**config.mk**
```make
export PLATFORM = sky130hd
export DESIGN_NAME = stack_ptr_guard
export DESIGN_NICKNAME = d
export VERILOG_FILES = /design/src/rtl/spg_pkg.sv /design/src/rtl/spg_ptr_unit.sv /design/src/rtl/spg_limit_regs.sv /design/src/rtl/spg_trap_flags.sv /design/src/rtl/stack_ptr_guard.sv
export SDC_FILE = /design/constraint.sdc
export NUM_CORES = 1
export LEC_CHECK = 0
export CORE_ASPECT_RATIO = 1.25
export CORE_MARGIN = 2
export CORE_UTILIZATION = 56
export CTS_BUF_LIST = sky130_fd_sc_hd__clkbuf_8
export DETAILED_ROUTE_END_ITERATION = 10
export PLACE_DENSITY_LB_ADDON = 0.15
export SYNTH_ARGS = -nofsm -noshare
export SYNTH_HDL_FRONTEND = slang
export SYNTH_SLANG_ARGS = --single-unit
```
**constraint.sdc**
```tcl
create_clock -name clk -period 6.66 [get_ports clk]
set_input_delay 1.332 -clock clk [delete_from_list [all_inputs] [get_ports clk]]
set_output_delay 1.332 -clock clk [all_outputs]
set_load 0.005 [all_outputs]
```
**src/rtl/spg_pkg.sv**
```systemverilog
package spg_pkg;
   typedef enum logic [1:0] {
      OP_IDLE = 2'd0,
      OP_PUSH = 2'd1,
      OP_POP  = 2'd2
   } spg_op_e;

   localparam int unsigned LIM_OVF = 0;
   localparam int unsigned LIM_UNF = 1;
   localparam int unsigned NUM_LIM = 2;

   function automatic spg_op_e spg_decode(input logic push, input logic pop, input logic wr);
      if (wr || (push && pop)) return OP_IDLE;
      if (push)                return OP_PUSH;
      if (pop)                 return OP_POP;
      return OP_IDLE;
   endfunction
endpackage

```
**src/rtl/spg_ptr_unit.sv**
```systemverilog
module spg_ptr_unit
   import spg_pkg::*;
#(
   parameter int unsigned ADDR_W   = 16,
   parameter int unsigned STEP     = 2,
   parameter logic [ADDR_W-1:0] RESET_SP = '0
) (
   input  logic              clk,
   input  logic              rst_n,
   input  spg_op_e           op,
   input  logic              wr,
   input  logic [ADDR_W-1:0] wdata,
   output logic [ADDR_W-1:0] sp_q,
   output logic [ADDR_W-1:0] sp_next,
   output logic [ADDR_W-1:0] addr
);
   localparam logic [ADDR_W-1:0] STEP_V = ADDR_W'(STEP);
   localparam logic [ADDR_W-1:0] ALIGN  = ~ADDR_W'(STEP - 1);

   logic [ADDR_W-1:0] dec_v;
   logic [ADDR_W-1:0] inc_v;

   assign dec_v = sp_q - STEP_V;
   assign inc_v = sp_q + STEP_V;

   always_comb begin
      unique case (op)
         OP_PUSH: sp_next = dec_v;
         OP_POP:  sp_next = inc_v;
         default: sp_next = sp_q;
      endcase
   end

   assign addr = (op == OP_PUSH) ? dec_v : sp_q;

   always_ff @(posedge clk or negedge rst_n) begin
      if (!rst_n)   sp_q <= RESET_SP;
      else if (wr)  sp_q <= wdata & ALIGN;
      else          sp_q <= sp_next;
   end


   push_step_chk: assert property (@(posedge clk) disable iff (!rst_n)
      (op == OP_PUSH) |=> (sp_q == $past(sp_q) - STEP_V));

   pop_step_chk: assert property (@(posedge clk) disable iff (!rst_n)
      (op == OP_POP) |=> (sp_q == $past(sp_q) + STEP_V));

   idle_hold_chk: assert property (@(posedge clk) disable iff (!rst_n)
      (op == OP_IDLE && !wr) |=> $stable(sp_q));

   sp_align_chk: assert property (@(posedge clk) disable iff (!rst_n)
      wr |=> (sp_q[0] == 1'b0));
endmodule

```
**src/rtl/spg_limit_regs.sv**
```systemverilog
module spg_limit_regs
   import spg_pkg::*;
#(
   parameter int unsigned ADDR_W = 16,
   parameter logic [ADDR_W-1:0] RESET_OVF = '0,
   parameter logic [ADDR_W-1:0] RESET_UNF = '0
) (
   input  logic              clk,
   input  logic              rst_n,
   input  logic [NUM_LIM-1:0] we,
   input  logic [ADDR_W-1:0] wdata [NUM_LIM],
   output logic [ADDR_W-1:0] lim   [NUM_LIM]
);
   localparam logic [ADDR_W-1:0] ALIGN = ~ADDR_W'(1);

   for (genvar g = 0; g < NUM_LIM; g++) begin : g_lim
      localparam logic [ADDR_W-1:0] INIT = (g == LIM_OVF) ? RESET_OVF : RESET_UNF;
      always_ff @(posedge clk or negedge rst_n) begin
         if (!rst_n)     lim[g] <= INIT;
         else if (we[g]) lim[g] <= wdata[g] & ALIGN;
      end


      lim_write_chk: assert property (@(posedge clk) disable iff (!rst_n)
         we[g] |=> (lim[g] == ($past(wdata[g]) & ALIGN)));
   end
endmodule

```
**src/rtl/spg_trap_flags.sv**
```systemverilog
module spg_trap_flags
   import spg_pkg::*;
(
   input  logic               clk,
   input  logic               rst_n,
   input  logic [NUM_LIM-1:0] hit,
   input  logic [NUM_LIM-1:0] clr,
   output logic [NUM_LIM-1:0] flag
);
   for (genvar g = 0; g < NUM_LIM; g++) begin : g_flag
      always_ff @(posedge clk or negedge rst_n) begin
         if (!rst_n)       flag[g] <= 1'b0;
         else if (hit[g])  flag[g] <= 1'b1;
         else if (clr[g])  flag[g] <= 1'b0;
      end


      flag_sticky_chk: assert property (@(posedge clk) disable iff (!rst_n)
         (flag[g] && !clr[g]) |=> flag[g]);

      flag_clear_chk: assert property (@(posedge clk) disable iff (!rst_n)
         (clr[g] && !hit[g]) |=> !flag[g]);
   end
endmodule

```
**src/rtl/stack_ptr_guard.sv**
```systemverilog
module stack_ptr_guard
   import spg_pkg::*;
#(
   parameter int unsigned ADDR_W       = 16,
   parameter int unsigned REGION_BASE  = 32'hF600,
   parameter int unsigned REGION_BYTES = 1024
) (
   input  logic              clk,
   input  logic              rst_n,
   input  logic              push_i,
   input  logic              pop_i,
   input  logic              sp_we_i,
   input  logic [ADDR_W-1:0] sp_wdata_i,
   input  logic              ovl_we_i,
   input  logic [ADDR_W-1:0] ovl_wdata_i,
   input  logic              unl_we_i,
   input  logic [ADDR_W-1:0] unl_wdata_i,
   input  logic [1:0]        trap_clr_i,
   output logic [ADDR_W-1:0] ram_addr_o,
   output logic [ADDR_W-1:0] sp_o,
   output logic              ovf_trap_o,
   output logic              unf_trap_o
);
   localparam logic [ADDR_W-1:0] BASE_A = ADDR_W'(REGION_BASE);
   localparam logic [ADDR_W-1:0] TOP_A  = ADDR_W'(REGION_BASE + REGION_BYTES);

   if (ADDR_W < 4 || ADDR_W > 32) begin : g_bad_aw
      $error("stack_ptr_guard: ADDR_W out of range");
   end
   if (REGION_BYTES < 2 || REGION_BYTES > 1024 || (REGION_BYTES % 2) != 0) begin : g_bad_size
      $error("stack_ptr_guard: REGION_BYTES must be even and 2..1024");
   end
   if ((REGION_BASE % 2) != 0) begin : g_bad_base
      $error("stack_ptr_guard: REGION_BASE must be word aligned");
   end
   if (64'(REGION_BASE) + 64'(REGION_BYTES) > (64'd1 << ADDR_W)) begin : g_bad_fit
      $error("stack_ptr_guard: region exceeds address space");
   end

   spg_op_e           op;
   logic [ADDR_W-1:0] sp_q, sp_next;
   logic [ADDR_W-1:0] lim_wd [NUM_LIM];
   logic [ADDR_W-1:0] lim    [NUM_LIM];
   logic [NUM_LIM-1:0] lim_we, hit, flag;

   assign op = spg_decode(push_i, pop_i, sp_we_i);

   spg_ptr_unit #(
      .ADDR_W   (ADDR_W),
      .STEP     (2),
      .RESET_SP (TOP_A)
   ) u_ptr (
      .clk     (clk),
      .rst_n   (rst_n),
      .op      (op),
      .wr      (sp_we_i),
      .wdata   (sp_wdata_i),
      .sp_q    (sp_q),
      .sp_next (sp_next),
      .addr    (ram_addr_o)
   );

   assign lim_we[LIM_OVF] = ovl_we_i;
   assign lim_we[LIM_UNF] = unl_we_i;
   assign lim_wd[LIM_OVF] = ovl_wdata_i;
   assign lim_wd[LIM_UNF] = unl_wdata_i;

   spg_limit_regs #(
      .ADDR_W    (ADDR_W),
      .RESET_OVF (BASE_A),
      .RESET_UNF (TOP_A)
   ) u_lim (
      .clk   (clk),
      .rst_n (rst_n),
      .we    (lim_we),
      .wdata (lim_wd),
      .lim   (lim)
   );

   assign hit[LIM_OVF] = (op == OP_PUSH) && (sp_next < lim[LIM_OVF]);
   assign hit[LIM_UNF] = (op == OP_POP)  && (sp_next > lim[LIM_UNF]);

   spg_trap_flags u_flags (
      .clk   (clk),
      .rst_n (rst_n),
      .hit   (hit),
      .clr   (trap_clr_i),
      .flag  (flag)
   );

   assign sp_o       = sp_q;
   assign ovf_trap_o = flag[LIM_OVF];
   assign unf_trap_o = flag[LIM_UNF];


   ovf_raise_chk: assert property (@(posedge clk) disable iff (!rst_n)
      (push_i && !pop_i && !sp_we_i && (ram_addr_o < lim[LIM_OVF])) |=> ovf_trap_o);

   unf_raise_chk: assert property (@(posedge clk) disable iff (!rst_n)
      (pop_i && !push_i && !sp_we_i && (ram_addr_o + ADDR_W'(2) > lim[LIM_UNF])) |=> unf_trap_o);

   push_addr_chk: assert property (@(posedge clk) disable iff (!rst_n)
      (push_i && !pop_i && !sp_we_i) |=> (sp_o == $past(ram_addr_o)));
endmodule

```
# Yosys cells after proc, flatten, opt, wreduce, memory -nomap -nowiden
# Index checks and enable logic that the tools add are counted.
# W data, S select, Z words.
# totals
reg_bits	48
latchBits	0
ramBits	0
mem_bits_ro	0
inputBits	57
out_inout_bits	34
mem_count	0
# classes
addsub	2
mul	0
div_mod_pow	0
magnitude_cmp	2
eq_ne	2
n_shift	0
n_mux	19
n_bitwise	0
n_reduce_logical	6
# ops
op	n
$mux W16	2
$pmux W16 S2	1
$add A16 B2 Y16 const B	1
$gt A16 B16 Y1	1
$lt A16 B16 Y1	1
$sub A16 B2 Y16 const B	1
$mux W2	6
$mux W1	10
$reduce_bool A2 Y1	2
$logic_and A1 B1 Y1	3
$eq A2 B1 Y1 const B	1
$eq A2 B2 Y1 const B	1
$logic_or A1 B1 Y1	1

# Logic depth before layout (Yosys ltp)
# Gate-level depths: netlist of run 1.
# depth
ltp_word	14
mapped_depth	17
ltp_nobuf	15

# By module
# Synthesis of run 1 repeated with hierarchy kept, for this count alone.
# hier_totals
hier_cells	411
hier_area_um2	3916.3
# by_module_without_submodules
module	instances	cells_per_inst	area_each_um2	seq_area_each_um2
spg_ptr_unit	1	227	1794.2	382.9
spg_limit_regs	1	67	1260.0	765.7
stack_ptr_guard	1	111	789.5	0.0
spg_trap_flags	1	6	72.6	50.0

# Least setup slack after synthesis of run 1
# OpenSTA, ideal clock, no wires.
# synth_timing
kind	in2out
start	in sp_we_i
end	out ram_addr_o[14]
arrival_time_ns	3.257
t_required_ns	5.328
path_slack_ns	2.071
stages	9
path_buffers	4
path_cell_list	clkbuf_1 -> clkbuf_1 -> nor3b_1 -> ha_1 -> clkbuf_1 -> buf_1 -> nand4_1 -> nor3_1 -> xor2_1
# synth_between
elab_chain_len	5
# synth_rtl
item	line_no	source
start: declaration	stack_ptr_guard.sv:12	input logic sp_we_i,
$logic_or A1 B1 Y1	spg_pkg.sv:13	if (wr || (push && pop)) return OP_IDLE;
$mux W1	spg_pkg.sv:13	
$mux W2	spg_pkg.sv:14	if (push) return OP_PUSH;
$eq A2 B1 Y1	spg_ptr_unit.sv:34	assign addr = (op == OP_PUSH) ? dec_v : sp_q;
$mux W16	spg_ptr_unit.sv:34	
end: declaration	stack_ptr_guard.sv:19	output logic [ADDR_W-1:0] ram_addr_o,
# Every way passes these cells.

# Worst setup path in the final report of run 1
# layout_timing
start	in sp_we_i
end	out ram_addr_o[13]
# Same word-level chain as after synthesis.

==> run metrics, run 1 <==
number of pins with negative max-slew slack in the final report=0; Int Pwr=0.626 mW; std cell rows=32; static leakage=2.02 nW; last weighted congestion value of the routability-driven placer=0.979; post-synth cell types=56; count of antenna-violating nets left after detailed routing=0; required time at the endpoint of the critical path=5.33 ns; switching power as a share of total power=0.318; Mapped Cells=442; number of detailed-route iterations in the first pass=5; number of top-level design ports=91; post-synthesis area per instance=8.28 sq um; die area=0.00720 sq mm; area of the multi-input gates=0.00219 sq mm; Root Driver=clkbuf_8; footprint of the flip-flops and latches=0.00120 sq mm; Tightest Hold Check Type=reg -> reg; drt wl/cell=16.9 microns; CP delay by family, top=buffers and inverters; launching element type of the critical path=input port; worst hold slack=0.512 ns; number of maximum-capacitance violations=0; max-slew headroom at the worst pin=0.287; via total after detailed routing=3561; source-to-sink clock delay at the later pin of the worst-skew pair=0.30 ns; critical-path maximum fanout=13; status=completed; core area=0.00625 sq mm; Die Wd=76.3 microns; library cell occupying the most area in the post-synthesis netlist=dfrtp_1; total net switching power=0.292 mW; Total Routed Length=10100 microns; GR Overflow Total=0; most common cell in the netlist=nand2_1; first-pass GRT wire length=16200 microns; most used flip-flop cell after synthesis=dfrtp_1; IR Drop Worst-Case VDD=158 uV; shortest period the worst path allows=5.45 ns; number of synthesized flops with an enable pin=0; number of synthesized register bits=47; Overall Global Routing Usage=0.282; number of post-CTS setup repair buffers=0; Setup TNS=0 ns; slowest stage delay, CP=0.52 ns; Max H-tree Level=2; IO buf count=85; total of fill cells in the finished design=491; Nets=604; Num Clock Sinks=47; initial drt markers=232; combinational power share=0.330; routed vias/inst=5.94; antenna violations before repair=0; post-layout total power=0.918 mW; share of synthesized area occupied by flip-flops and latches=0.328; endpoints failing hold=0; part of the total power dissipated in the clock network=0.272; Slowest cell on crit path=clkdlybuf4s50_1; post-route design area=0.00468 sq mm; ant diodes=0; # hold bufs at CTS=0; share of flip-flops with an asynchronous set or reset=1.00; crit path DAT=4.12 ns; cells along the critical path=clkdlybuf4s50_1 -> nor3b_1 -> ha_1 -> buf_4 -> nand4_1 -> nor4b_1 -> xor2_1 -> clkdlybuf4s50_1; top cells by count, synth=nand2_1, inv_1, o21ai_0; layout cells sized above 1=0.0953; maximum number of pins on one net before global-route repair=48; Die H=94.4 microns; proportion of power drawn by flip-flops and latches=0.398; largest cells by area after synthesis=dfrtp_1, dfstp_2, ha_1; worst setup path class=in -> out; setup skew after layout=0.0122 ns; detailed-placement wirelength estimate=7540 microns; cell area after placement=0.00454 sq mm; post-synth top area share=0.198; total number of yosys warnings=0; final setup vio count=0; netlist area before placement=0.00366 sq mm; clk slew on worst S/H paths=0.09 ns; power density over cell area=196 mW/mm^2; RSZ-0062 raised after global routing=false; post-route clock period utilization=0.818; Resized cells post-CTS=0; Max Fclk=184 MHz; vias in the first global route=3400; Buffers & Inverters on Critical Path=3; total CTS buffers=5; drc violations=0; CTS Buffer Depth=2; most frequent cell on the critical path=clkdlybuf4s50_1; actual slew at the worst max-slew pin=1.07 ns; kind of end point of the critical path=output pin; initial core utilization=0.586; clock tree from TritonCTS=yes; growth of design area from synthesis to finish=27.8%
-- cells in the final DEF, fill, tap and decap left out, types with 12 or more instances in the layout --
| cell type | synthesis | final |
|---|---|---|
| dfstp_2 | 18 | 18 |
| nor3_1 | 19 | 19 |
| nor2_1 | 15 | 15 |
| a21oi_1 | 16 | 16 |
| o21ai_0 | 40 | 40 |
| mux2_2 | 12 | 12 |
| dfrtp_1 | 29 | 29 |
| nand3_1 | 17 | 17 |
| ha_1 | 34 | 34 |
| clkdlybuf4s50_1 | 0 | 84 |
| nand2_1 | 54 | 54 |
| inv_1 | 40 | 41 |
| nand4_1 | 12 | 12 |
| a21o_1 | 13 | 13 |
-- kinds of logic after synthesis --
family,share of synthesized area
xor+xnor,0.0335
other cells,0.00103
flops,0.328
simple gates,0.214
mux,0.0561
compound gates,0.178
fa+ha+maj,0.116
buf+inv,0.0735
-- worst reg2reg max path, stage by stage, from the launching register on --
cell	delay (ns)
dfrtp_1	0.61
nor3_1	0.76
nand4_1	0.33
nor3_1	0.37
xnor2_1	0.10
o21ai_0	0.52
ha_1	0.23
nand4_1	0.14
or4_1	0.53
a31oi_1	0.16
nor3_1	0.07
-- state kept, by name (all words and copies together), names as in the netlist --
| name | count |
|---|---|
| u_flags.flag | 2 |
| u_lim.lim | 30 |
| u_ptr.sp_q | 15 |
-- power groups by stage --
stage / sequential (mW) / combinational (mW) / clock (mW)
3_3_place_gp: 0.368 / 0.290 / 0
2_1_floorplan: 0.344 / 0.183 / 0
6_report: 0.365 / 0.303 / 0.250
4_1_cts: 0.364 / 0.303 / 0.254
3_5_place_dp: 0.369 / 0.300 / 0
5_1_grt: 0.369 / 0.336 / 0.266
-- area by class of cell --
type | count | area share
multi-input combinational | 327 | 0.469
sequential | 47 | 0.256
timing repair buffer | 91 | 0.190
inverter | 41 | 0.0329
tap | 85 | 0.0227
clock buffer | 5 | 0.0147
clock inverter | 3 | 0.0136
-- path summary, 6_finish.rpt --
kind                                           start                           to  slack [ns]  cells after the start
hold reg to reg            u_lim.lim[14]$_DFFE_PN1P_    u_lim.lim[14]$_DFFE_PN1P_        0.51                      2
setup / recovery                             sp_we_i               ram_addr_o[13]        1.21                      8
setup reg to reg             u_ptr.sp_q[3]$_DFF_PN0_  u_flags.flag[0]$_DFFE_PN0P_        2.74                     10
hold / removal             u_lim.lim[14]$_DFFE_PN1P_    u_lim.lim[14]$_DFFE_PN1P_        0.51                      2
min in group asynchronous                      rst_n  u_flags.flag[0]$_DFFE_PN0P_        1.22                      1
max in group asynchronous                      rst_n     u_ptr.sp_q[10]$_DFF_PN0_        4.78                      1
-- metrics by stage --
step,setup slack [ns],util,std cells
5_1_grt,1.05,0.749,599
2_1_floorplan,2.07,-,443
4_1_cts,1.22,0.749,599
3_5_place_dp,1.22,0.728,591
6_report,1.21,0.749,599
3_3_place_gp,1.37,0.728,591
-- metal layers --
layer  wire length (microns)  global-route usage  part of all wire
met1                    4090               0.338              0.40
met2                    5140               0.504              0.51
met3                     527              0.0411             0.052
met4                     357               0.130             0.035
met5                       0                   0                 0
(Power assumes the default switching activity.)
==> run 2, diff against run 1 <==
- CORE_UTILIZATION: 56 -> 52
- clock period: 6.66 -> 5.49 ns (I/O delays scaled with it)
==> run 2 against run 1 <==
  * Largest cell class unchanged
  * Final area down 0.43%
  * Routed wire length rose by 1.1%
  * Cell count is 1.0% higher
  * Core utilization decreased by 7.3 points
  * Critical endpoint unchanged
  * Worst setup slack worse by 0.73 ns
  * Die area rose by 7.3%
  * Clock power decreased by 9.2%
  * Clock skew decreased by 0.0081 ns
  * Non-clock buffer count grew 1
  * Critical path depth stayed put
  * Total power grew 13%
  * Global-route usage is 0.86 points lower
==> run metrics, run 2 (synthesis gave the netlist of run 1 again) <==
status=completed; total net switching power=0.357 mW; part of the total power dissipated in the clock network=0.219; CP delay by family, top=buffers and inverters; Regs by FF count=u_lim.lim: 30 flops, u_ptr.sp_q: 15 flops, u_flags.flag: 2 flops; required time at the endpoint of the critical path=4.39 ns; final setup vio count=0; most frequent cell on the critical path=clkdlybuf4s50_1; detailed-placement wirelength estimate=7830 microns; Buffers & Inverters on Critical Path=3; Max Fclk=200 MHz; post-layout total power=1.04 mW; post-route clock period utilization=0.912; shortest period the worst path allows=5.00 ns; GR Overflow Total=0; die area=0.00773 sq mm; Die H=97.8 microns; vias in the first global route=3453; most flop-heavy register=u_lim.lim; initial drt markers=212; number of pins with negative max-slew slack in the final report=0; number of post-CTS setup repair buffers=0; endpoints failing hold=0; source-to-sink clock delay at the later pin of the worst-skew pair=0.30 ns; placed insts=597; static leakage=2.01 nW; last weighted congestion value of the routability-driven placer=0.914; launching element type of the critical path=input port; slowest stage delay, CP=0.62 ns; switching power as a share of total power=0.344; number of maximum-capacitance violations=0; Slowest cell on crit path=clkdlybuf4s50_1; Total Routed Length=10200 microns; Setup TNS=0 ns; ant diodes=0; Tightest Hold Check Type=reg -> reg; core area=0.00689 sq mm; initial core utilization=0.531; IR Drop Worst-Case VDD=157 uV; drc violations=0; drt wl/cell=16.9 microns; count of antenna-violating nets left after detailed routing=0; Overall Global Routing Usage=0.274; std cell rows=34; Nets=605; Resized cells post-CTS=0; layout cells sized above 1=0.0990; # hold bufs at CTS=0; proportion of power drawn by flip-flops and latches=0.426; number of detailed-route iterations in the first pass=4; cells along the critical path=clkdlybuf4s50_1 -> nor3b_1 -> ha_1 -> buf_4 -> nand4_1 -> nor4b_1 -> xor2_1 -> clkdlybuf4s50_1; clk slew on worst S/H paths=0.09 ns; actual slew at the worst max-slew pin=1.06 ns; routed vias/inst=5.84; setup skew after layout=0.00411 ns; most used cells in the layout excluding fill and tap cells=clkdlybuf4s50_1, nand2_1, o21ai_0, inv_1, ha_1; power density over cell area=223 mW/mm^2; Non-Filler Instances=605; RSZ-0062 raised after global routing=false; clock tree from TritonCTS=yes; most common cell after layout, fill and taps aside=clkdlybuf4s50_1; Util after Layout=0.676; first-pass GRT wire length=16600 microns; CTS Buffer Depth=2; IO buf count=85; Num Clock Sinks=47; via total after detailed routing=3531; total of fill cells in the finished design=606; number of top-level design ports=91; max reg flops=30; antenna violations before repair=0; Int Pwr=0.683 mW; kind of end point of the critical path=output pin; Max H-tree Level=2; worst setup path class=in -> out; crit path DAT=3.91 ns; Root Driver=clkbuf_8; max-slew headroom at the worst pin=0.294; growth of design area from synthesis to finish=27.3%; total CTS buffers=5; critical-path maximum fanout=16; Die Wd=79.0 microns; maximum number of pins on one net before global-route repair=48; combinational power share=0.355
-- run 2: final cells by class --
class | count | area (sq um) | share of cell area
Clock inverter | 2 | 16.3 | 0.00349
Inverter | 41 | 154 | 0.0330
Clock buffer | 6 | 82.6 | 0.0177
Tap cell | 90 | 113 | 0.0242
Multi-Input combinational cell | 327 | 2190 | 0.471
Timing Repair Buffer | 92 | 898 | 0.193
Sequential cell | 47 | 1200 | 0.257
-- run 2: layer usage --
layer | vias to the layer above | part of all wire | wire (microns) | global-route usage
met5 | - | 0 | 0 | 0
met4 | 0 | 0.054 | 556 | 0.146
met3 | 34 | 0.056 | 576 | 0.0425
met2 | 131 | 0.50 | 5130 | 0.469
met1 | 1663 | 0.39 | 3970 | 0.326
li1 | 1703 | - | - | -
-- run 2: final timing paths --
| path | startpoint | to | slack [ns] | depth (start not counted) |
|---|---|---|---|---|
| worst min-delay path | u_lim.lim[25]$_DFFE_PN1P_ | u_lim.lim[25]$_DFFE_PN1P_ | 0.51 | 2 |
| worst max register to register | u_ptr.sp_q[7]$_DFF_PN0_ | u_flags.flag[0]$_DFFE_PN0P_ | 1.71 | 10 |
| worst max-delay path | sp_we_i | ram_addr_o[13] | 0.49 | 8 |
| min in group asynchronous | rst_n | u_lim.lim[21]$_DFFE_PN0P_ | 0.97 | 1 |
| worst min register to register | u_lim.lim[25]$_DFFE_PN1P_ | u_lim.lim[25]$_DFFE_PN1P_ | 0.51 | 2 |
| max in group asynchronous | rst_n | u_lim.lim[3]$_DFFE_PN0P_ | 3.86 | 1 |
-- run 2: worst register-to-register path: stages (launching register included) --
cell and delay, ns:
dfrtp_1 0.59, nor3_1 0.71, nand4_1 0.32, nor3_1 0.36, xnor2_1 0.10, o21ai_0 0.50
ha_1 0.22, nand4_1 0.12, or4_1 0.51, a31oi_1 0.16, nor3_1 0.07
-- run 2: power groups by stage --
stage / Sequential [mW] / Combinational [mW] / Clock, mW
floorplan: 0.417 / 0.222 / 0
CTS: 0.442 / 0.369 / 0.234
global placement: 0.448 / 0.354 / 0
finish: 0.443 / 0.369 / 0.227
global route: 0.449 / 0.412 / 0.246
detailed placement: 0.448 / 0.366 / 0
-- run 2: per-stage QoR --
step / worst slack [ns] / area, sq um / hold WS, ns
finish: 0.485 / 4660 / 0.513
global placement: 0.385 / 4560 / 0.495
detailed placement: 0.322 / 4560 / 0.504
CTS: 0.515 / 4660 / 0.519
global route: 0.123 / 4660 / 0.546
floorplan: 1.14 / 3660 / 0.480
==> run 3, diff against run 2 <==
- SLEW_MARGIN: default -> 5
==> results of run 3 <==
The final DEF is identical to that of run 2; final timing and power are the same.
